===== src/rtl/pwr_pkg.sv =====
package pwr_pkg;

    typedef enum logic [1:0] {
        ST_ACTIVE = 2'd0,
        ST_IDLE   = 2'd1,
        ST_PDOWN  = 2'd2,
        ST_WARMUP = 2'd3
    } pwr_state_e;

    localparam int REG_W     = 8;
    localparam int B_BAUD2   = 7;
    localparam int B_FESEL   = 6;
    localparam int B_PDTIMED = 5;
    localparam int B_PWROFF  = 4;
    localparam int B_USR1    = 3;
    localparam int B_USR0    = 2;
    localparam int B_PDOWN   = 1;
    localparam int B_IDLE    = 0;

    localparam logic [REG_W-1:0] KEEP_MASK =
        REG_W'((1 << B_BAUD2) | (1 << B_FESEL) | (1 << B_PDTIMED) |
               (1 << B_USR1)  | (1 << B_USR0));

endpackage


===== src/rtl/pwr_ctl_reg.sv =====
module pwr_ctl_reg
    import pwr_pkg::*;
(
    input  logic             clk,
    input  logic             rst_cold_n,
    input  logic             rst_any_n,
    input  logic             wr_en,
    input  logic [REG_W-1:0] wdata,
    input  logic             pd_flag,
    input  logic             idle_flag,
    output logic             pd_timed,
    output logic [REG_W-1:0] rdata
);

    logic [REG_W-1:0] keep_q;
    logic             pof_q;

    always_ff @(posedge clk or negedge rst_any_n) begin
        if (!rst_any_n) begin
            keep_q <= '0;
        end else if (wr_en) begin
            keep_q <= wdata & KEEP_MASK;
        end
    end

    // Power-off flag only sees the cold reset.
    always_ff @(posedge clk or negedge rst_cold_n) begin
        if (!rst_cold_n) begin
            pof_q <= 1'b1;
        end else if (wr_en && rst_any_n) begin
            pof_q <= wdata[B_PWROFF];
        end
    end

    always_comb begin
        rdata            = keep_q;
        rdata[B_PWROFF]  = pof_q;
        rdata[B_PDOWN]   = pd_flag;
        rdata[B_IDLE]    = idle_flag;
    end

    assign pd_timed = keep_q[B_PDTIMED];

    AST_POF_KEEP: assert property (@(posedge clk) disable iff (!rst_cold_n)
        !wr_en |=> $stable(pof_q));

endmodule


===== src/rtl/pwr_warm_timer.sv =====
module pwr_warm_timer #(
    parameter int CYC = 1024
) (
    input  logic clk,
    input  logic rst_n,
    input  logic run,
    output logic done
);

    localparam int CNT_W = (CYC > 2) ? $clog2(CYC) : 1;
    localparam logic [CNT_W-1:0] LAST = CNT_W'(CYC - 1);

    logic [CNT_W-1:0] cnt_q;

    always_ff @(posedge clk or negedge rst_n) begin
        if (!rst_n) begin
            cnt_q <= '0;
        end else if (!run) begin
            cnt_q <= '0;
        end else if (cnt_q != LAST) begin
            cnt_q <= cnt_q + 1'b1;
        end
    end

    assign done = run && (cnt_q == LAST);

    AST_CNT_RANGE: assert property (@(posedge clk) disable iff (!rst_n)
        !run |=> (cnt_q == '0));

endmodule


===== src/rtl/pwr_fsm.sv =====
module pwr_fsm
    import pwr_pkg::*;
(
    input  logic       clk,
    input  logic       rst_n,
    input  logic       addr_hit,
    input  logic       want_pd,
    input  logic       want_idle,
    input  logic       pd_timed,
    input  logic       irq_pending,
    input  logic       ext_wake,
    input  logic       warm_done,
    output pwr_state_e state,
    output logic       reg_wr,
    output logic       cpu_clk_en,
    output logic       per_clk_en,
    output logic       wake_pulse
);

    pwr_state_e nxt;

    assign reg_wr = addr_hit && (state == ST_ACTIVE);

    always_comb begin
        nxt = state;
        unique case (state)
            ST_ACTIVE: begin
                if (reg_wr && !irq_pending) begin
                    if (want_pd)        nxt = ST_PDOWN;
                    else if (want_idle) nxt = ST_IDLE;
                end
            end
            ST_IDLE: begin
                if (irq_pending) nxt = ST_ACTIVE;
            end
            ST_PDOWN: begin
                if (ext_wake) nxt = pd_timed ? ST_WARMUP : ST_ACTIVE;
            end
            ST_WARMUP: begin
                if (warm_done) nxt = ST_ACTIVE;
            end
        endcase
    end

    // State register
    always_ff @(posedge clk or negedge rst_n) begin
        if (!rst_n) state <= ST_ACTIVE;
        else        state <= nxt;
    end

    // Registered outputs, decoded from the next state
    always_ff @(posedge clk or negedge rst_n) begin
        if (!rst_n) begin
            cpu_clk_en <= 1'b1;
            per_clk_en <= 1'b1;
            wake_pulse <= 1'b0;
        end else begin
            cpu_clk_en <= (nxt == ST_ACTIVE);
            per_clk_en <= (nxt == ST_ACTIVE) || (nxt == ST_IDLE);
            wake_pulse <= (state != ST_ACTIVE) && (nxt == ST_ACTIVE);
        end
    end

    AST_IDLE_CLKS: assert property (@(posedge clk) disable iff (!rst_n)
        (state == ST_IDLE) |-> (!cpu_clk_en && per_clk_en));
    AST_IDLE_WAKE: assert property (@(posedge clk) disable iff (!rst_n)
        (state == ST_IDLE && irq_pending) |=> (cpu_clk_en && wake_pulse));
    AST_WAKE_SINGLE: assert property (@(posedge clk) disable iff (!rst_n)
        wake_pulse |=> !wake_pulse);
    AST_PD_CLKS_OFF: assert property (@(posedge clk) disable iff (!rst_n)
        (state == ST_PDOWN || state == ST_WARMUP) |-> (!cpu_clk_en && !per_clk_en));
    AST_PD_HOLD: assert property (@(posedge clk) disable iff (!rst_n)
        (state == ST_PDOWN && !ext_wake) |=> (state == ST_PDOWN));
    AST_NO_ENTRY_PENDING: assert property (@(posedge clk) disable iff (!rst_n)
        (state == ST_ACTIVE && irq_pending) |=> cpu_clk_en);

endmodule


===== src/rtl/pwr_mode_ctrl.sv =====
module pwr_mode_ctrl
    import pwr_pkg::*;
#(
    parameter int              ADDR_W   = 8,
    parameter logic [ADDR_W-1:0] REG_ADDR = 8'h40,
    parameter int              WARM_CYC = 1024
) (
    input  logic              clk,
    input  logic              rst_cold_n,
    input  logic              rst_warm_n,
    input  logic [ADDR_W-1:0] sfr_addr,
    input  logic              sfr_wr,
    input  logic [REG_W-1:0]  sfr_wdata,
    output logic [REG_W-1:0]  sfr_rdata,
    input  logic              irq_pending,
    input  logic              ext_wake,
    output logic              cpu_clk_en,
    output logic              per_clk_en,
    output logic              wake_pulse
);

    logic       rst_any_n;
    logic       addr_hit;
    logic       reg_wr;
    logic       pd_timed;
    logic       warm_done;
    pwr_state_e state;

    assign rst_any_n = rst_cold_n & rst_warm_n;
    assign addr_hit  = sfr_wr && (sfr_addr == REG_ADDR);

    pwr_fsm u_fsm (
        .clk         (clk),
        .rst_n       (rst_any_n),
        .addr_hit    (addr_hit),
        .want_pd     (sfr_wdata[B_PDOWN]),
        .want_idle   (sfr_wdata[B_IDLE]),
        .pd_timed    (pd_timed),
        .irq_pending (irq_pending),
        .ext_wake    (ext_wake),
        .warm_done   (warm_done),
        .state       (state),
        .reg_wr      (reg_wr),
        .cpu_clk_en  (cpu_clk_en),
        .per_clk_en  (per_clk_en),
        .wake_pulse  (wake_pulse)
    );

    pwr_ctl_reg u_reg (
        .clk        (clk),
        .rst_cold_n (rst_cold_n),
        .rst_any_n  (rst_any_n),
        .wr_en      (reg_wr),
        .wdata      (sfr_wdata),
        .pd_flag    (state == ST_PDOWN || state == ST_WARMUP),
        .idle_flag  (state == ST_IDLE),
        .pd_timed   (pd_timed),
        .rdata      (sfr_rdata)
    );

    pwr_warm_timer #(.CYC(WARM_CYC)) u_timer (
        .clk   (clk),
        .rst_n (rst_any_n),
        .run   (state == ST_WARMUP),
        .done  (warm_done)
    );

endmodule


===== config.mk =====
export PLATFORM = sky130hd
export DESIGN_NAME = pwr_mode_ctrl
export DESIGN_NICKNAME = d
export VERILOG_FILES = /design/src/rtl/pwr_pkg.sv /design/src/rtl/pwr_ctl_reg.sv /design/src/rtl/pwr_warm_timer.sv /design/src/rtl/pwr_fsm.sv /design/src/rtl/pwr_mode_ctrl.sv
export SDC_FILE = /design/constraint.sdc
export NUM_CORES = 1
export LEC_CHECK = 0
export ABC_AREA = 1
export BUFFER_PORTS_ARGS = -buffer_cell sky130_fd_sc_hd__buf_2
export CAP_MARGIN = 0
export CORE_UTILIZATION = 46
export DETAILED_ROUTE_END_ITERATION = 16
export GPL_ROUTABILITY_DRIVEN = 0
export HOLD_SLACK_MARGIN = 0.02
export PLACE_DENSITY = 0.82
export SLEW_MARGIN = 20
export SYNTH_ARGS = -nofsm -noshare
export SYNTH_HDL_FRONTEND = slang
export SYNTH_HIERARCHICAL = 1
export SYNTH_SLANG_ARGS = --single-unit
export TNS_END_PERCENT = 5

===== constraint.sdc =====
create_clock -name clk -period 1.6 [get_ports clk]
set_clock_uncertainty 0.1 [all_clocks]
set_input_delay 0.32 -clock clk [delete_from_list [all_inputs] [get_ports clk]]
set_output_delay 0.32 -clock clk [all_outputs]
set_load 0.03 [all_outputs]

==> report_table.html, run 1 <==
<table>
<tr><th>Metric</th><th>Value</th></tr>
<tr><th colspan="2">Place</th></tr>
<tr><td>Placement-stage cell area</td><td>1420 um2</td></tr>
<tr><td>IO Port Bufs</td><td>32</td></tr>
<tr><td>Half-perimeter wire length after placement</td><td>1.79 mm</td></tr>
<tr><td>Worst slack at placement</td><td>-99.9 ps</td></tr>
<tr><th colspan="2">Timing</th></tr>
<tr><td>Worst hold margin</td><td>111 ps</td></tr>
<tr><td>Number of pins with negative max-slew slack in the final report</td><td>0</td></tr>
<tr><td>Upper clock frequency limit</td><td>601 MHz</td></tr>
<tr><td>Unrepaired setup endpoints after global routing</td><td>yes</td></tr>
<tr><td>Shortest clock period the worst path allows after layout</td><td>1660 ps</td></tr>
<tr><td>Endpoints failing hold</td><td>0</td></tr>
<tr><td>Setup-violating endpoint count in the final report</td><td>3</td></tr>
<tr><td>Share of the clock period used by the worst path</td><td>104%</td></tr>
<tr><td>Worst Tran Pin Value</td><td>388 ps</td></tr>
<tr><td>Max-slew headroom at the worst pin</td><td>74.1%</td></tr>
<tr><td>Final setup slack of the worst path</td><td>-62.5 ps</td></tr>
<tr><th colspan="2">Drt</th></tr>
<tr><td>Routed via count divided by cell count</td><td>4.60</td></tr>
<tr><td>Pre-Repair DR Iteration Count</td><td>4</td></tr>
<tr><td>ANT nets after route</td><td>0</td></tr>
<tr><td>Drc violations</td><td>0</td></tr>
<tr><td>Wire length per cell</td><td>11.1 um</td></tr>
<tr><td>Number of design-rule violations left by the first detailed-router iteration</td><td>10</td></tr>
<tr><td>Total wirelength of the detailed-routed design</td><td>2.45 mm</td></tr>
<tr><td>Count of vias placed by the detailed router</td><td>1016</td></tr>
<tr><th colspan="2">Layout</th></tr>
<tr><td>Final design instance area without fill</td><td>1510 um2</td></tr>
<tr><td>Post-route core utilization</td><td>60.6%</td></tr>
<tr><td>Area delta synth-&gt;final</td><td>23.7%</td></tr>
<tr><td>Net count, final</td><td>215</td></tr>
<tr><td>Ratio of cells with drive above 1 in the final layout</td><td>37.7%</td></tr>
<tr><td>Antenna diodes</td><td>0</td></tr>
<tr><td>Count of filler cells inserted in the layout</td><td>213</td></tr>
<tr><th colspan="2">Setup path</th></tr>
<tr><td>Capture point of the worst path</td><td>u_fsm/wake_pulse$_DFF_PN0_</td></tr>
<tr><td>Critical path arrival</td><td>1810 ps</td></tr>
<tr><td>Required time at the worst-slack endpoint</td><td>1750 ps</td></tr>
<tr><td>Reg-to-reg startpoint</td><td>u_timer/cnt_q[0]$_DFFE_PN0P_</td></tr>
<tr><td>Largest fanout on the critical path</td><td>4</td></tr>
<tr><td>Critical path class</td><td>reg -&gt; reg</td></tr>
<tr><td>FF-to-FF setup slack</td><td>-60 ps</td></tr>
<tr><td>Crit start category</td><td>register</td></tr>
<tr><td>Reg-to-Reg End</td><td>u_fsm/wake_pulse$_DFF_PN0_</td></tr>
<tr><td>CP Capture Type</td><td>register</td></tr>
<tr><td>CP Launch Point</td><td>u_timer/cnt_q[0]$_DFFE_PN0P_</td></tr>
<tr><td>Worst R2R Path Depth</td><td>10</td></tr>
<tr><th colspan="2">Floorplanning</th></tr>
<tr><td>Core region area</td><td>2500 um2</td></tr>
<tr><td>Cell Rows</td><td>18</td></tr>
<tr><td>Total Die Area</td><td>2870 um2</td></tr>
<tr><td>Top-level I/O count</td><td>33</td></tr>
<tr><td>Y dimension of the die</td><td>53.6 um</td></tr>
<tr><td>Die width</td><td>53.6 um</td></tr>
<tr><td>Initial standard-cell utilization of the core</td><td>48.9%</td></tr>
<tr><th colspan="2">Synth</th></tr>
<tr><td>Post-synthesis net count</td><td>175</td></tr>
<tr><td>Number of enable flip-flop cells after synthesis</td><td>0</td></tr>
<tr><td>Share of flip-flops with an asynchronous set or reset after synthesis</td><td>100%</td></tr>
<tr><td>Most used flip-flop cell after synthesis</td><td>dfrtp_1</td></tr>
<tr><td>Synthesis-stage register bit count</td><td>21</td></tr>
<tr><td>Cell area after technology mapping</td><td>1220 um2</td></tr>
<tr><td>Proportion of synthesized chip area in sequential cells</td><td>43.3%</td></tr>
<tr><td>Number of instances in the synthesized netlist</td><td>152</td></tr>
<tr><td>Warning count from the yosys run</td><td>6</td></tr>
<tr><td>Mean instance size in the synthesized netlist</td><td>8.05 um2</td></tr>
<tr><td>Library cells used by synthesis</td><td>28</td></tr>
<tr><th colspan="2">Clock tree</th></tr>
<tr><td>Clock Sink Count</td><td>21</td></tr>
<tr><td>Clock root buffer</td><td>clkbuf_4</td></tr>
<tr><td>CTS H-tree lvls</td><td>1</td></tr>
<tr><td>Clock transition at the registers of the reported paths</td><td>130 ps</td></tr>
<tr><td>Number of buffers added by the clock tree synthesis step</td><td>3</td></tr>
<tr><td>Clock tree from TritonCTS</td><td>yes</td></tr>
<tr><td>Maximum buffer depth of the clock tree</td><td>2</td></tr>
<tr><td>Skew-Pair Late Insertion Delay</td><td>310 ps</td></tr>
<tr><th colspan="2">Status</th></tr>
<tr><td>Status</td><td>complete, but fails checks</td></tr>
<tr><td>Violations in the final reports</td><td>setup timing</td></tr>
<tr><th colspan="2">Pwr</th></tr>
<tr><td>Leakage Power</td><td>0.870 nW</td></tr>
<tr><td>PwrDens</td><td>564 nW/um2</td></tr>
<tr><td>Highest ir drop seen on vdd</td><td>687 uV</td></tr>
<tr><th colspan="2">Global routing</th></tr>
<tr><td>Global-route wire length before repair</td><td>4.09 mm</td></tr>
<tr><td>Global route total overflow</td><td>0</td></tr>
<tr><td>All-layer global routing usage</td><td>19.9%</td></tr>
<tr><td>Number of global-route vias before repair</td><td>931</td></tr>
<tr><td>Pin count of the biggest net entering global routing</td><td>21</td></tr>
<tr><td>Number of antenna violations at the first check in global routing</td><td>0</td></tr>
<tr><th colspan="2">Min path</th></tr>
<tr><td>Hold Crit Class</td><td>in -&gt; reg</td></tr>
<tr><th colspan="2">Flow run</th></tr>
<tr><td>Max Cap Viol</td><td>0</td></tr>
</table>
[metrics by stage]
step | total power, mW | std cells | TNS [ps]
detailed placement | 0.588 | 213 | -155
finish | 0.854 | 221 | -141
floorplan | 0.556 | 152 | 0
CTS | 0.860 | 220 | -19.7
global placement | 0.585 | 213 | 0
global route | 0.899 | 221 | -698
[cells by family (layout without fill, tap and decap cells)]
logic type | Yosys count | after routing | share of synthesized area [%]
flops | 21 | 21 | 43.3
xor+xnor | 1 | 1 | 0.716
buf+inv | 33 | 72 | 12.0
compound gates | 10 | 10 | 5.42
fa+ha+maj | 1 | 1 | 1.02
simple gates | 86 | 86 | 37.6
[where the power goes]
group	switching (mW)	internal, mW
combinational	0.0242	0.0262
sequential	0	0.531
clock	0.178	0.0953
total	0.202	0.653
[per-layer routing]
layer	GRT usage (%)	vias to the layer above	part of all wire, %
li1	-	541	-
met1	25.2	451	45
met2	34.0	21	51
met3	5.65	3	3.6
met4	3.51	0	0.29
met5	0	-	0
[worst max-delay path, stage by stage (launching register included)]
cell      delay [ps]
dfrtp_1          430
ha_4             170
nand2_4           70
nor2_8           100
nand2_4           60
nor3_2            90
nand3b_1         150
nand3_2          100
nor2_4           140
nand2_2           90
nor2_2            90
[cells in the mapped netlist (3+ instances only)]
cell type | instances | area share, %
buf_4 | 5 | 3.1
dfrtp_1 | 18 | 37
dfstp_2 | 3 | 6.4
inv_1 | 26 | 8.0
nand2_1 | 34 | 10
nand2_2 | 5 | 2.6
nand3_1 | 14 | 5.7
nor2_1 | 16 | 4.9
nor2_2 | 4 | 2.0
o21ai_1 | 4 | 1.6
[timing repair]
item	CTS	global route
setup buffers	1	1
gates cloned	0	0
hold buffers	2	0
gates resized for setup	4	3
hold endpoints to repair	19	0
endpoints found under the setup margin	4	5
pin swaps	4	4
[how the worst min path moves through the flow]
stage / from / endpoint / slack [ps] / cells past startpoint
final: sfr_wdata[6] / u_reg/keep_q[6]$_DFFE_PN0P_ / 110 / 3
after global routing: sfr_wdata[4] / u_reg/pof_q$_DFFE_PN1P_ / 100 / 3
after CTS: sfr_wdata[4] / u_reg/pof_q$_DFFE_PN1P_ / 110 / 3
after detailed placement: rst_cold_n / u_reg/pof_q$_DFFE_PN1P_ / 170 / 1
after global placement: rst_cold_n / u_reg/pof_q$_DFFE_PN1P_ / 160 / 1
after floorplan: rst_cold_n / u_reg/pof_q$_DFFE_PN1P_ / 70 / 0
[area by class of cell]
class,instances,area (um2),area share (%)
inverters,26,97.6,6.45
multi-input cells,98,578,38.2
clock buffers,3,22.5,1.49
clock inverters,1,7.51,0.496
well taps,30,37.5,2.48
repair buffers,42,240,15.9
flip-flops and latches,21,531,35.0
[registers in the layout, summed over array words and instances, names as in the netlist]
signal and flops:
u_fsm/cpu_clk_en 1, u_fsm/state 2, u_timer/cnt_q 10, u_reg/pof_q 1, u_fsm/wake_pulse 1, u_fsm/per_clk_en 1
u_reg/keep_q 5
[cell usage in the layout (no fill, tap or decap), types with 3 or more instances in the layout]
cell type and n:
buf_2 32, buf_4 8, clkbuf_4 3, dfrtp_1 17, dfstp_2 3, inv_1 26, nand2_1 34, nand2_2 4
nand2_4 3, nand3_1 13, nand3_2 3, nor2_1 15, nor2_2 4, o21ai_1 4
Power figures use the tool's default switching activity.
==> inputs of run 2 (changes only) <==
Settings changed: GPL_TIMING_DRIVEN from default to 0.
==> run 2 against run 1 <==
Net effect: the run now ends clean; global-route usage fell by 1.6 points; die area did not move; critical path type unchanged; largest power group unchanged; clock power barely moved; register-to-register slack improved by 97 ps; routed wire length fell by 2.8%; sequential power barely moved; hold slack got worse by 44 ps.
==> report_table.html, run 2 (same netlist as run 1, synthesis figures left out) <==
<table>
<tr><th>Metric</th><th>Value</th></tr>
<tr><th colspan="2">Layout</th></tr>
<tr><td>Count of filler cells inserted in the layout</td><td>209 (was 213)</td></tr>
<tr><td>Max reg flops</td><td>10 (unchanged)</td></tr>
<tr><td>Antenna diodes</td><td>0 (unchanged)</td></tr>
<tr><td>Top library cells by usage in the layout, fill and taps aside</td><td>nand2_1 (34), buf_2 (29), inv_1 (25), buf_4 (20), dfrtp_1 (17) (was nand2_1 (34), buf_2 (32), inv_1 (26), dfrtp_1 (17), nor2_1 (15))</td></tr>
<tr><td>Area delta synth-&gt;final</td><td>31.7% (was 23.7%)</td></tr>
<tr><td>Ratio of cells with drive above 1 in the final layout</td><td>41.6% (was 37.7%)</td></tr>
<tr><td>Post-route core utilization</td><td>64.5% (was 60.6%)</td></tr>
<tr><td>Register area</td><td>531 um2 (unchanged)</td></tr>
<tr><td>Final standard cell count with taps included and fillers excluded</td><td>232 (was 221)</td></tr>
<tr><td>Net count, final</td><td>226 (was 215)</td></tr>
<tr><td>Largest registers</td><td>u_timer/cnt_q: 10 flops, u_reg/keep_q: 5 flops, u_fsm/state: 2 flops (unchanged)</td></tr>
<tr><td>Register bank with the most flops</td><td>u_timer/cnt_q (unchanged)</td></tr>
<tr><td>Most frequent standard cell in the layout excluding fill and tap cells</td><td>nand2_1 (unchanged)</td></tr>
<tr><td>Total area of multi-input combinational cells</td><td>588 um2 (was 578 um2)</td></tr>
<tr><th colspan="2">Timing</th></tr>
<tr><td>Share of the clock period used by the worst path</td><td>97.8% (was 104%)</td></tr>
<tr><td>Worst Tran Pin Value</td><td>821 ps (was 388 ps)</td></tr>
<tr><td>Upper clock frequency limit</td><td>639 MHz (was 601 MHz)</td></tr>
<tr><td>Unrepaired setup endpoints after global routing</td><td>yes (unchanged)</td></tr>
<tr><td>Shortest clock period the worst path allows after layout</td><td>1570 ps (was 1660 ps)</td></tr>
<tr><td>Max-slew headroom at the worst pin</td><td>45.2% (was 74.1%)</td></tr>
<tr><td>Worst hold margin</td><td>66.9 ps (was 111 ps)</td></tr>
<tr><td>Number of pins with negative max-slew slack in the final report</td><td>0 (unchanged)</td></tr>
<tr><td>Endpoints failing hold</td><td>0 (unchanged)</td></tr>
<tr><td>Setup-violating endpoint count in the final report</td><td>0 (was 3)</td></tr>
<tr><td>Final setup slack of the worst path</td><td>34.8 ps (was -62.5 ps)</td></tr>
<tr><th colspan="2">Drt</th></tr>
<tr><td>Pre-Repair DR Iteration Count</td><td>4 (unchanged)</td></tr>
<tr><td>Highest metal layer with signal wires</td><td>met3 (was met4)</td></tr>
<tr><td>ANT nets after route</td><td>0 (unchanged)</td></tr>
<tr><td>Count of vias placed by the detailed router</td><td>1088 (was 1016)</td></tr>
<tr><td>Detail Route met2 WL</td><td>1.26 mm (was 1.24 mm)</td></tr>
<tr><td>Number of design-rule violations left by the first detailed-router iteration</td><td>13 (was 10)</td></tr>
<tr><td>Detailed-route wire length on metal 1</td><td>1.03 mm (was 1.11 mm)</td></tr>
<tr><td>Routed via count divided by cell count</td><td>4.69 (was 4.60)</td></tr>
<tr><td>Routed wl met3</td><td>83 um (was 88 um)</td></tr>
<tr><td>Drc violations</td><td>0 (unchanged)</td></tr>
<tr><td>Wire length per cell</td><td>10.3 um (was 11.1 um)</td></tr>
<tr><td>Total wirelength of the detailed-routed design</td><td>2.38 mm (was 2.45 mm)</td></tr>
<tr><th colspan="2">Clock tree</th></tr>
<tr><td>Clock root buffer</td><td>clkbuf_4 (unchanged)</td></tr>
<tr><td>Skew-Pair Late Insertion Delay</td><td>310 ps (about the same)</td></tr>
<tr><td>Clock tree from TritonCTS</td><td>yes (unchanged)</td></tr>
<tr><td>Maximum buffer depth of the clock tree</td><td>2 (unchanged)</td></tr>
<tr><td>Number of buffers added by the clock tree synthesis step</td><td>3 (unchanged)</td></tr>
<tr><td>CTS H-tree lvls</td><td>1 (unchanged)</td></tr>
<tr><td>Clock transition at the registers of the reported paths</td><td>130 ps (about the same)</td></tr>
<tr><td>Clock Sink Count</td><td>21 (unchanged)</td></tr>
<tr><th colspan="2">Floorplanning</th></tr>
<tr><td>Total Die Area</td><td>2870 um2 (unchanged)</td></tr>
<tr><td>Die width</td><td>53.6 um (unchanged)</td></tr>
<tr><td>Cell Rows</td><td>18 (unchanged)</td></tr>
<tr><td>Top-level I/O count</td><td>33 (unchanged)</td></tr>
<tr><td>Y dimension of the die</td><td>53.6 um (unchanged)</td></tr>
<tr><td>Core region area</td><td>2500 um2 (unchanged)</td></tr>
<tr><td>Initial standard-cell utilization of the core</td><td>48.9% (unchanged)</td></tr>
<tr><th colspan="2">Global routing</th></tr>
<tr><td>Global-route wire length before repair</td><td>3.81 mm (was 4.09 mm)</td></tr>
<tr><td>All-layer global routing usage</td><td>18.3% (was 19.9%)</td></tr>
<tr><td>Global route total overflow</td><td>0 (unchanged)</td></tr>
<tr><td>Pin count of the biggest net entering global routing</td><td>23 (was 21)</td></tr>
<tr><td>Number of global-route vias before repair</td><td>957 (was 931)</td></tr>
<tr><td>Number of antenna violations at the first check in global routing</td><td>0 (unchanged)</td></tr>
<tr><th colspan="2">Status</th></tr>
<tr><td>Status</td><td>finished clean (was complete, but fails checks)</td></tr>
<tr><th colspan="2">Setup path</th></tr>
<tr><td>Critical Path Max Stage Delay</td><td>410 ps (was 430 ps)</td></tr>
<tr><td>Critical path arrival</td><td>1730 ps (was 1810 ps)</td></tr>
<tr><td>Worst R2R Path Depth</td><td>10 (unchanged)</td></tr>
<tr><td>Largest delay share family, worst path</td><td>simple AND/OR/NAND/NOR gates (unchanged)</td></tr>
<tr><td>CP Capture Type</td><td>register (unchanged)</td></tr>
<tr><td>Required time at the worst-slack endpoint</td><td>1760 ps (was 1750 ps)</td></tr>
<tr><td>Critical path class</td><td>reg -&gt; reg (unchanged)</td></tr>
<tr><td>Slowest library cell on the worst path</td><td>dfrtp_1 (unchanged)</td></tr>
<tr><td>Largest fanout on the critical path</td><td>3 (was 4)</td></tr>
<tr><td>Reg-to-reg startpoint</td><td>u_timer/cnt_q[1]$_DFFE_PN0P_ (was u_timer/cnt_q[0]$_DFFE_PN0P_)</td></tr>
<tr><td>Library cell appearing most often on the critical path</td><td>nand2_4 (unchanged)</td></tr>
<tr><td>Reg-to-Reg End</td><td>u_fsm/wake_pulse$_DFF_PN0_ (unchanged)</td></tr>
<tr><td>Crit start category</td><td>register (unchanged)</td></tr>
<tr><td>Cell-by-cell listing of the critical path</td><td>ha_4 -&gt; nand2_4 -&gt; nor2_8 -&gt; nand2_4 -&gt; nor3_2 -&gt; nand3b_1 -&gt; nand2_1 -&gt; nor2_4 -&gt; nand2_2 -&gt; nor2_2 (was ha_4 -&gt; nand2_4 -&gt; nor2_8 -&gt; nand2_4 -&gt; nor3_2 -&gt; nand3b_1 -&gt; nand3_2 -&gt; nor2_4 -&gt; nand2_2 -&gt; nor2_2)</td></tr>
<tr><td>Total buffers and inverters traversed by the critical path</td><td>0 (unchanged)</td></tr>
<tr><td>FF-to-FF setup slack</td><td>30 ps (was -60 ps)</td></tr>
<tr><th colspan="2">Place</th></tr>
<tr><td>Half-perimeter wire length after placement</td><td>1.68 mm (was 1.79 mm)</td></tr>
<tr><td>Dpl cells</td><td>214 (was 213)</td></tr>
<tr><td>Worst slack at placement</td><td>-156 ps (was -99.9 ps)</td></tr>
<tr><td>IO Port Bufs</td><td>32 (unchanged)</td></tr>
<tr><th colspan="2">Min path</th></tr>
<tr><td>Hold Crit Class</td><td>in -&gt; async (was in -&gt; reg)</td></tr>
<tr><th colspan="2">Pwr</th></tr>
<tr><td>Part of the total power dissipated in the clock network</td><td>31.9% (about the same)</td></tr>
<tr><td>Power share of the sequential group</td><td>62.6% (was 62.2%)</td></tr>
<tr><td>Sw Ratio</td><td>23.4% (was 23.6%)</td></tr>
<tr><td>Comb pwr share</td><td>5.4% (was 5.9%)</td></tr>
<tr><td>Leakage Power</td><td>0.922 nW (was 0.870 nW)</td></tr>
<tr><td>Internal power of the cells</td><td>0.649 mW (was 0.653 mW)</td></tr>
<tr><td>Reported net switching power</td><td>0.199 mW (was 0.202 mW)</td></tr>
<tr><td>PwrDens</td><td>526 nW/um2 (was 564 nW/um2)</td></tr>
<tr><td>Total power of the final layout</td><td>0.848 mW (was 0.854 mW)</td></tr>
<tr><td>Highest ir drop seen on vdd</td><td>753 uV (was 687 uV)</td></tr>
<tr><th colspan="2">Flow run</th></tr>
<tr><td>Max Cap Viol</td><td>0 (unchanged)</td></tr>
</table>
==> run 2: changes by cell type in the layout (fill, tap and decap cells not counted), sizes merged <==
cell and change:
dlygate4sd3 -1, buf +10, clkbuf +2
==> run 2: power by group through the flow <==
| stage | Sequential [mW] | Clock (mW) | Combinational [mW] |
|---|---|---|---|
| detailed placement | 0.541 | 0 | 0.0451 |
| floorplan | 0.541 | 0 | 0.0156 |
| global placement | 0.541 | 0 | 0.0429 |
| CTS | 0.531 | 0.283 | 0.0468 |
| global route | 0.531 | 0.303 | 0.0534 |
| finish | 0.531 | 0.271 | 0.0461 |
==> run 2: area by class of cell <==
| cell class | instances | area share, % |
|---|---|---|
| Multi-Input combinational cell | 98 | 36.5 |
| Sequential cell | 21 | 32.9 |
| Timing Repair Buffer | 46 | 17.3 |
| Inverter | 26 | 6.06 |
| Buffer | 7 | 3.03 |
| Tap cell | 30 | 2.33 |
| Clock buffer | 3 | 1.40 |
| Clock inverter | 1 | 0.466 |
==> run 2: worst max path at each step <==
stage	from	endpoint	slack, ps	cells past startpoint
4_1_cts	u_fsm/state[0]$_DFF_PN0_	sfr_rdata[0]	2	4
5_1_grt	u_timer/cnt_q[1]$_DFFE_PN0P_	u_fsm/wake_pulse$_DFF_PN0_	-40	10
2_1_floorplan	u_timer/cnt_q[0]$_DFFE_PN0P_	u_fsm/wake_pulse$_DFF_PN0_	10	10
3_5_place_dp	u_timer/cnt_q[1]$_DFFE_PN0P_	u_fsm/wake_pulse$_DFF_PN0_	-160	10
3_3_place_gp	u_timer/cnt_q[1]$_DFFE_PN0P_	u_fsm/wake_pulse$_DFF_PN0_	-130	10
6_report	u_timer/cnt_q[1]$_DFFE_PN0P_	u_fsm/wake_pulse$_DFF_PN0_	30	10
==> run 2: worst reg2reg max path: stages (launching register included) <==
cell      delay, ps
dfrtp_1         410
ha_4            170
nand2_4          70
nor2_8          110
nand2_4          60
nor3_2           90
nand3b_1        150
nand2_1         100
nor2_4          120
nand2_2          70
nor2_2           70
==> run 2: stage by stage <==
| step | TNS (ps) | area, um2 |
|---|---|---|
| 6_report | 0 | 1610 |
| 2_1_floorplan | 0 | 1220 |
| 4_1_cts | 0 | 1530 |
| 5_1_grt | -56.3 | 1610 |
| 3_5_place_dp | -487 | 1420 |
| 3_3_place_gp | -377 | 1420 |
==> run 2: repair_timing <==
| item | in CTS | in global routing |
|---|---|---|
| pin swaps | 2 | 4 |
| hold buffers | 1 | 0 |
| endpoints found under the setup margin | 7 | 7 |
| buffers inserted | 6 | 7 |
| gates resized for setup | 5 | 10 |
| hold endpoints to repair | 1 | 0 |
==> run 2: routing by layer <==
| layer | vias up | GRT usage, % |
|---|---|---|
| li1 | 562 | - |
| met4 | 0 | 2.63 |
| met2 | 17 | 33.8 |
| met5 | - | 0 |
| met1 | 509 | 20.6 |
| met3 | 0 | 6.21 |
==> inputs of run 3 (changes only) <==
Settings changed: CORE_UTILIZATION 46 to 30, PLACE_DENSITY 0.82 to 0.6.
==> run 3 against run 2 <==
Net effect: first-iteration DRC count increased to 3.8 times the previous value; register-to-register slack got worse by 30 ps; combinational power about the same; final cell count increased by 4.7%; critical path type unchanged; design area decreased by 2.4%; clock-buffer cell count unchanged; largest power group unchanged; die area increased by 51%; clock power increased by 30%; routed wire length about the same; worst setup slack got worse by 30 ps.
==> report_table.html, run 3 (same netlist as run 1, synthesis figures left out) <==
<table>
<tr><th>Metric</th><th>Value</th></tr>
<tr><th colspan="2">Status</th></tr>
<tr><td>Status</td><td>finished clean (unchanged)</td></tr>
<tr><th colspan="2">Setup path</th></tr>
<tr><td>Capture point of the worst path</td><td>u_fsm/wake_pulse$_DFF_PN0_ (unchanged)</td></tr>
<tr><td>Critical path class</td><td>reg -&gt; reg (unchanged)</td></tr>
<tr><td>Reg-to-reg startpoint</td><td>u_timer/cnt_q[1]$_DFFE_PN0P_ (unchanged)</td></tr>
<tr><td>Crit start category</td><td>register (unchanged)</td></tr>
<tr><td>Critical path arrival</td><td>1700 ps (was 1730 ps)</td></tr>
<tr><td>CP Capture Type</td><td>register (unchanged)</td></tr>
<tr><td>Reg-to-Reg End</td><td>u_fsm/wake_pulse$_DFF_PN0_ (unchanged)</td></tr>
<tr><td>Worst R2R Path Depth</td><td>10 (unchanged)</td></tr>
<tr><td>FF-to-FF setup slack</td><td>4 ps (was 30 ps)</td></tr>
<tr><td>Required time at the worst-slack endpoint</td><td>1700 ps (was 1760 ps)</td></tr>
<tr><td>Largest fanout on the critical path</td><td>4 (was 3)</td></tr>
<tr><td>CP Launch Point</td><td>u_timer/cnt_q[1]$_DFFE_PN0P_ (unchanged)</td></tr>
<tr><th colspan="2">Timing</th></tr>
<tr><td>Share of the clock period used by the worst path</td><td>99.7% (was 97.8%)</td></tr>
<tr><td>Number of pins with negative max-slew slack in the final report</td><td>0 (unchanged)</td></tr>
<tr><td>Shortest clock period the worst path allows after layout</td><td>1600 ps (was 1570 ps)</td></tr>
<tr><td>Unrepaired setup endpoints after global routing</td><td>yes (unchanged)</td></tr>
<tr><td>Max-slew headroom at the worst pin</td><td>44.3% (was 45.2%)</td></tr>
<tr><td>Setup-violating endpoint count in the final report</td><td>0 (unchanged)</td></tr>
<tr><td>Endpoints failing hold</td><td>0 (unchanged)</td></tr>
<tr><td>Upper clock frequency limit</td><td>627 MHz (was 639 MHz)</td></tr>
<tr><td>Worst Tran Pin Value</td><td>835 ps (was 821 ps)</td></tr>
<tr><th colspan="2">Clock tree</th></tr>
<tr><td>Maximum buffer depth of the clock tree</td><td>2 (unchanged)</td></tr>
<tr><td>Clock Sink Count</td><td>21 (unchanged)</td></tr>
<tr><td>CTS H-tree lvls</td><td>1 (unchanged)</td></tr>
<tr><td>Clock transition at the registers of the reported paths</td><td>80 ps (was 130 ps)</td></tr>
<tr><td>Clock root buffer</td><td>clkbuf_8 (was clkbuf_4)</td></tr>
<tr><td>Skew-Pair Late Insertion Delay</td><td>260 ps (was 310 ps)</td></tr>
<tr><td>Number of buffers added by the clock tree synthesis step</td><td>3 (unchanged)</td></tr>
<tr><td>Clock tree from TritonCTS</td><td>yes (unchanged)</td></tr>
<tr><th colspan="2">Layout</th></tr>
<tr><td>Register bank with the most flops</td><td>u_timer/cnt_q (unchanged)</td></tr>
<tr><td>Antenna diodes</td><td>0 (unchanged)</td></tr>
<tr><td>Total area of multi-input combinational cells</td><td>573 um2 (was 588 um2)</td></tr>
<tr><td>Final design instance area without fill</td><td>1570 um2 (was 1610 um2)</td></tr>
<tr><td>Max reg flops</td><td>10 (unchanged)</td></tr>
<tr><td>Net count, final</td><td>219 (was 226)</td></tr>
<tr><td>Count of filler cells inserted in the layout</td><td>417 (was 209)</td></tr>
<tr><td>Most frequent standard cell in the layout excluding fill and tap cells</td><td>nand2_1 (unchanged)</td></tr>
<tr><td>Top library cells by usage in the layout, fill and taps aside</td><td>nand2_1 (34), buf_2 (32), inv_1 (26), dfrtp_1 (16), nor2_1 (15) (was nand2_1 (34), buf_2 (29), inv_1 (25), buf_4 (20), dfrtp_1 (17))</td></tr>
<tr><td>Ratio of cells with drive above 1 in the final layout</td><td>39.0% (was 41.6%)</td></tr>
<tr><td>Final standard cell count with taps included and fillers excluded</td><td>243 (was 232)</td></tr>
<tr><td>Area delta synth-&gt;final</td><td>28.5% (was 31.7%)</td></tr>
<tr><td>Largest registers</td><td>u_timer/cnt_q: 10 flops, u_reg/keep_q: 5 flops, u_fsm/state: 2 flops (unchanged)</td></tr>
<tr><td>Register area</td><td>532 um2 (was 531 um2)</td></tr>
<tr><th colspan="2">Global routing</th></tr>
<tr><td>Number of antenna violations at the first check in global routing</td><td>0 (unchanged)</td></tr>
<tr><td>Pin count of the biggest net entering global routing</td><td>23 (unchanged)</td></tr>
<tr><td>Global-route wire length before repair</td><td>4.04 mm (was 3.81 mm)</td></tr>
<tr><td>All-layer global routing usage</td><td>12.5% (was 18.3%)</td></tr>
<tr><td>Number of global-route vias before repair</td><td>955 (was 957)</td></tr>
<tr><td>Global route total overflow</td><td>0 (unchanged)</td></tr>
<tr><th colspan="2">Floorplanning</th></tr>
<tr><td>Top-level I/O count</td><td>33 (unchanged)</td></tr>
<tr><td>Die width</td><td>65.9 um (was 53.6 um)</td></tr>
<tr><td>Total Die Area</td><td>4340 um2 (was 2870 um2)</td></tr>
<tr><td>Cell Rows</td><td>22 (was 18)</td></tr>
<tr><td>Initial standard-cell utilization of the core</td><td>32.2% (was 48.9%)</td></tr>
<tr><td>Core region area</td><td>3800 um2 (was 2500 um2)</td></tr>
<tr><td>Y dimension of the die</td><td>65.9 um (was 53.6 um)</td></tr>
<tr><th colspan="2">Pwr</th></tr>
<tr><td>Leakage Power</td><td>0.901 nW (was 0.922 nW)</td></tr>
<tr><td>Highest ir drop seen on vdd</td><td>253 uV (was 753 uV)</td></tr>
<tr><td>PwrDens</td><td>590 nW/um2 (was 526 nW/um2)</td></tr>
<tr><th colspan="2">Flow run</th></tr>
<tr><td>Max Cap Viol</td><td>0 (unchanged)</td></tr>
<tr><th colspan="2">Place</th></tr>
<tr><td>Half-perimeter wire length after placement</td><td>1.72 mm (was 1.68 mm)</td></tr>
<tr><td>Dpl cells</td><td>232 (was 214)</td></tr>
<tr><td>Placement-stage cell area</td><td>1440 um2 (was 1420 um2)</td></tr>
<tr><td>IO Port Bufs</td><td>32 (unchanged)</td></tr>
<tr><th colspan="2">Drt</th></tr>
<tr><td>Count of vias placed by the detailed router</td><td>1012 (was 1088)</td></tr>
<tr><td>Wire length per cell</td><td>9.79 um (was 10.3 um)</td></tr>
<tr><td>Number of design-rule violations left by the first detailed-router iteration</td><td>49 (was 13)</td></tr>
<tr><td>Pre-Repair DR Iteration Count</td><td>4 (unchanged)</td></tr>
<tr><td>Routed via count divided by cell count</td><td>4.16 (was 4.69)</td></tr>
<tr><td>Drc violations</td><td>0 (unchanged)</td></tr>
<tr><td>Total wirelength of the detailed-routed design</td><td>2.38 mm (about the same)</td></tr>
<tr><td>ANT nets after route</td><td>0 (unchanged)</td></tr>
<tr><th colspan="2">Min path</th></tr>
<tr><td>Hold Crit Class</td><td>in -&gt; async (unchanged)</td></tr>
</table>
## run 3: what timing repair did
item	in CTS	in global routing
resized for setup	4	3
hold endpoints to repair	1	0
endpoints found under the setup margin	5	6
pin swaps	3	0
buffers inserted	5	1
hold buffers	1	0
## run 3: power breakdown
part	leakage, nW	internal, mW	total [mW]	switching (mW)
Sequential	0.243	0.531	0.531	0
Combinational	0.632	0.0229	0.0458	0.0229
Clock	0.0255	0.174	0.352	0.178
Total	0.901	0.727	0.928	0.201
## run 3: how the worst min path moves through the flow
| stage | from | end | slack [ps] | cells past startpoint |
|---|---|---|---|---|
| 4_1_cts | sfr_wdata[5] | u_reg/keep_q[5]$_DFFE_PN0P_ | 160 | 3 |
| 3_5_place_dp | rst_cold_n | u_reg/pof_q$_DFFE_PN1P_ | 170 | 1 |
| 2_1_floorplan | rst_cold_n | u_reg/pof_q$_DFFE_PN1P_ | 70 | 0 |
| 3_3_place_gp | rst_cold_n | u_reg/pof_q$_DFFE_PN1P_ | 170 | 1 |
| 6_report | rst_warm_n | u_reg/keep_q[2]$_DFFE_PN0P_ | 130 | 3 |
| 5_1_grt | sfr_wdata[2] | u_reg/keep_q[2]$_DFFE_PN0P_ | 170 | 3 |
## run 3: final cells by class
type                       instances  area share (%)
multi-input combinational         98            36.4
sequential                        21            33.8
timing repair buffer              39            13.7
inverter                          26            6.21
tap                               48            3.82
buffer                             7            3.10
clock buffer                       3            2.63
clock inverter                     1           0.318
## run 3: critical path, stage by stage (launching register included)
cell	delay, ps
dfrtp_1	400
ha_4	170
nand2_4	70
nor2_8	140
nand2_4	70
nor3_2	80
nand3b_1	150
nand2_1	100
nor2_4	120
nand2_2	70
nor2_2	70
## run 3: routing by layer
metal / share of wire (%) / vias up / global-route usage, % / wire length (um)
li1: - / 543 / - / -
met5: 0 / - / 0 / 0
met3: 3.9 / 7 / 3.10 / 93
met2: 46 / 28 / 20.8 / 1100
met1: 48 / 434 / 15.0 / 1130
met4: 2.3 / 0 / 5.71 / 55
## run 3: stage by stage
stage | worst slack, ps | hold WS [ps] | utilization [%] | setup TNS, ps | total power [mW]
after floorplan | 9.95 | 72.2 | - | 0 | 0.556
after global placement | -170 | 167 | 38.0 | -566 | 0.586
after detailed placement | -159 | 168 | 38.0 | -518 | 0.587
after global routing | -110 | 169 | 41.4 | -276 | 0.986
after CTS | 6.27 | 156 | 41.0 | 0 | 0.945
final | 4.47 | 133 | 41.4 | 0 | 0.928
